## src/rtl/lm_fault_prio.sv

```systemverilog
// Picks the vector of the lowest-indexed asserted check.
module lm_fault_prio #(
  parameter int N     = 4,
  parameter int VEC_W = 8
) (
  input  logic [N-1:0]       hit,
  input  logic [N*VEC_W-1:0] vec_tbl,
  output logic               fault,
  output logic [VEC_W-1:0]   vector
);
  always_comb begin
    vector = '0;
    for (int i = N - 1; i >= 0; i--) begin
      if (hit[i]) vector = vec_tbl[i*VEC_W +: VEC_W];
    end
    fault = |hit;
  end

endmodule

```

## config.mk

```make
export PLATFORM = sky130hd
export DESIGN_NAME = lm_fault_prio
export DESIGN_NICKNAME = d
export VERILOG_FILES = /design/src/rtl/lm_fault_prio.sv
export SDC_FILE = /design/constraint.sdc
export NUM_CORES = 1
export LEC_CHECK = 0
export ABC_AREA = 0
export BUFFER_PORTS_ARGS = -buffer_cell sky130_fd_sc_hd__buf_2
export CAP_MARGIN = 20
export CORE_AREA = 2 2 39 41
export DETAILED_ROUTE_END_ITERATION = 8
export DIE_AREA = 0 0 41 43
export PLACE_DENSITY_LB_ADDON = 0.3
export SYNTH_ARGS = -nofsm -noshare
export SYNTH_HDL_FRONTEND = slang
export SYNTH_SLANG_ARGS = --single-unit
```

## constraint.sdc

```tcl
create_clock -name vclk -period 0.8
set_input_delay 0 -clock vclk [all_inputs]
set_output_delay 0 -clock vclk [all_outputs]
set_load 0.05 [all_outputs]
```

# --- Word-level counts from Yosys, hierarchy flattened ---
# Index checks and enable logic that the tools add are counted.
word_totals:
  reg_bits: 0
  in_bits: 36
  out_inout_bits: 9
classes:
  mux: 4
  reduce_logical: 1
op_table:
  columns: ["cell", "n"]
  rows:
  - ["8-bit two-way mux", 4]
  - ["4-bit OR reduction", 1]

# --- Depth between registers and ports, before layout ---
depth:
  depth_word: 4
  depth_mapped: 4

# --- Least setup slack after synthesis ---
# OpenSTA, ideal clock, no wires.
synth_timing:
  kind: "input port to output port"
  start: "in hit[2]"
  end: "out vector[0]"
  arrival_time_ps: 1127
  required_ps: 800
  slack_ps: -327
  stages: 3
  n_path_buf: 0
  path_cell_list: "and2b_1 -> a22oi_1 -> a21oi_1"
synth_between:
  elab_chain_cells: 3
synth_lines:
  columns: ["item", "line_no", "text"]
  rows:
  - ["start, declared", "6", "input logic [N-1:0] hit,"]
  - ["8-bit two-way mux (3 in series)", "14", "if (hit[i]) vector = vec_tbl[i*VEC_W +: VEC_W];"]
  - ["end, declared", "9", "output logic [VEC_W-1:0] vector"]
# No other way between the ends.

# --- Final worst setup path ---
layout_timing:
  start: "in hit[2]"
  end: "out vector[2]"
# Same word-level chain as after synthesis.

==> impl_metrics.ini <==
[placed_design]
gp_congestion = 0.637
dp_hpwl_um = 907
dp_slack_ps = -158
placed_cells = 100
postPlaceCellArea_um2 = 538
io_buffers = 45

[sta]
hold_slack_ps = 398
rsz0062_at_grt = true
setup-tns-final_ps = -3.76
slew_headroom_pct = 83.5
finalMaxSlewViolations = 0
timing.fmax_mhz = 1240
fin_crit_sh_pct = 100
hold_viol = 0
finalSetupViolations = 1
tightest_slew_ps = 249
setup_ws_ps = -3.76
period_minus_slack_ps = 804

[floorplanning]
die_x_um = 41
die_h_um = 43
boundaryPins = 45
start_util_pct = 16.5
fp.dieArea_mm2 = 0.00176
core_area_mm2 = 0.00138
rows = 14

[finish]
final_cell_area_um2 = 668
area_growth_syn_to_layout_pct = 193
seq_cells = 0
layout_commonest_cell = buf_2
antennaDiodeCount = 0
seqCellArea_um2 = 0
nets = 122
layout_common_cells = buf_2 (34), buf_6 (10), a22oi_2 (6), buf_4 (6), a21oi_2 (5)
drive_gt1_share_pct = 85.7
clockBufferCount = 0
finalNonFillerCells = 100

[yosys]
ys_warn_count = 0
synth_fp_nets = 71
yosysSeqAreaShare_pct = 0
syn_inst = 35
synth_cell_type_count = 17
syn_area_um2 = 228
syn_avg_cell_area_um2 = 6.51

[hold_path]
hold_path.class = primary input to output pin
min_to = vector[6]
hold_path_depth = 4
min-delay-start = vec_tbl[22]

[power]
pwr-share-seq_pct = 0
power_frac_clock_pct = 0
p_leak_nw = 0.308
switching_share_pct = 54.8
p_int_uw = 246
powerDensity_mw_per_mm2 = 814
peakVddDrop_mv = 0.254
power_switching_uw = 298
pwr-share-comb_pct = 100.0

[grt]
grt_max_degree = 12
grt_pass1_wl_um = 1760
antenna_found_initial = 0
track_usage_pct = 13.2
gr-total-overflow = 0
grt_pass1_vias = 470

[setup_path]
worst_ep_required_time_ps = 800
worstSetupPathType = primary input to output pin
timing.critical_path.slowest_stage_cell = and2b_4
cp_common_cell = buf_6
max_stage_delay_ps = 290
cp_max_fo = 6
path_cells = buf_6 -> and2b_4 -> a22oi_2 -> a21oi_2 -> buf_6
endpoint_kind = output pin
worstPathArrival_ps = 800
crit_path_start_kind = primary input

[drt]
viasPerCell = 4.82
drc = 0
ant_nets = 0
postRouteWirelength_um = 1120
drt_iter0_drc = 7
routed-via-count = 482
detail_route.wl_per_cell_um = 11.2
first_pass_iters = 4

[outcome]
outcome = complete, but fails checks
violations = negative setup slack

[run]
maxCapViolations = 0
==> cells in the mapped netlist <==
master,number,area (um^2)
a21oi_1,6,30.0
a22oi_1,6,45.0
o22ai_1,6,37.5
nand2_1,3,11.3
nand3b_1,2,15.0
a31oi_1,1,6.26
a31oi_2,1,12.5
and2b_1,1,7.51
buf_2,1,5.00
buf_6,1,11.3
inv_1,1,3.75
nand2b_1,1,6.26
nor2_1,1,3.75
nor2_2,1,6.26
o21ai_0,1,5.00
o22ai_2,1,12.5
or3b_1,1,8.76
==> area by class of cell <==
class / count / area (um^2)
Multi-Input combinational cell: 32 / 302
Tap cell: 16 / 20.0
Fill cell: 142 / 716
Inverter: 1 / 3.75
Timing Repair Buffer: 51 / 343
==> power by group through the flow <==
stage	combinational, mW	sequential (mW)	clock (mW)
floorplan	0.277	0	0
global placement	0.431	0	0
detailed placement	0.434	0	0
CTS	0.494	0	0
global route	0.575	0	0
finish	0.544	0	0
==> metal layers <==
layer  track usage (%)  up-vias  part of all wire (%)
met3                 0        2                   6.3
met2              21.9       19                    53
met1              19.0      221                    39
li1                  -      240                     -
met4              1.33        0                   1.2
met5                 0        -                     0
==> what timing repair did <==
action,CTS,global route
cloned,0,0
resized for setup,19,18
setup endpoints to repair,8,8
hold buffers,0,0
pin swaps,2,10
setup buffers,0,0
==> worst max-delay path by stage <==
stage	startpoint	endpoint	depth (start not counted)
floorplan	hit[2]	vector[1]	3
global placement	hit[2]	vector[0]	5
detailed placement	hit[2]	vector[0]	5
CTS	hit[2]	vector[7]	5
global route	hit[2]	vector[2]	5
finish	hit[2]	vector[2]	5
==> critical path, delay by kind of cell <==
family / cells / cell delay (ps)
compound gates: 2 / 250
simple gates: 1 / 290
buf+inv: 2 / 260
==> cells by family (layout without fill, tap and decap cells) <==
family	count (synthesis)	count (layout)	share of synthesized area, %
and+or+nand+nor	10	10	25.8
AOI/OAI and AO/OA	22	22	65.4
buffers and inverters	3	52	8.79
==> stage by stage <==
| step | util [%] | total power, mW |
|---|---|---|
| after global placement | 38.9 | 0.431 |
| after global routing | 48.3 | 0.575 |
| after CTS | 43.0 | 0.494 |
| final | 48.3 | 0.544 |
| after detailed placement | 38.9 | 0.434 |
| after floorplan | - | 0.277 |
Note: power is estimated with default switching activity, not from simulation.
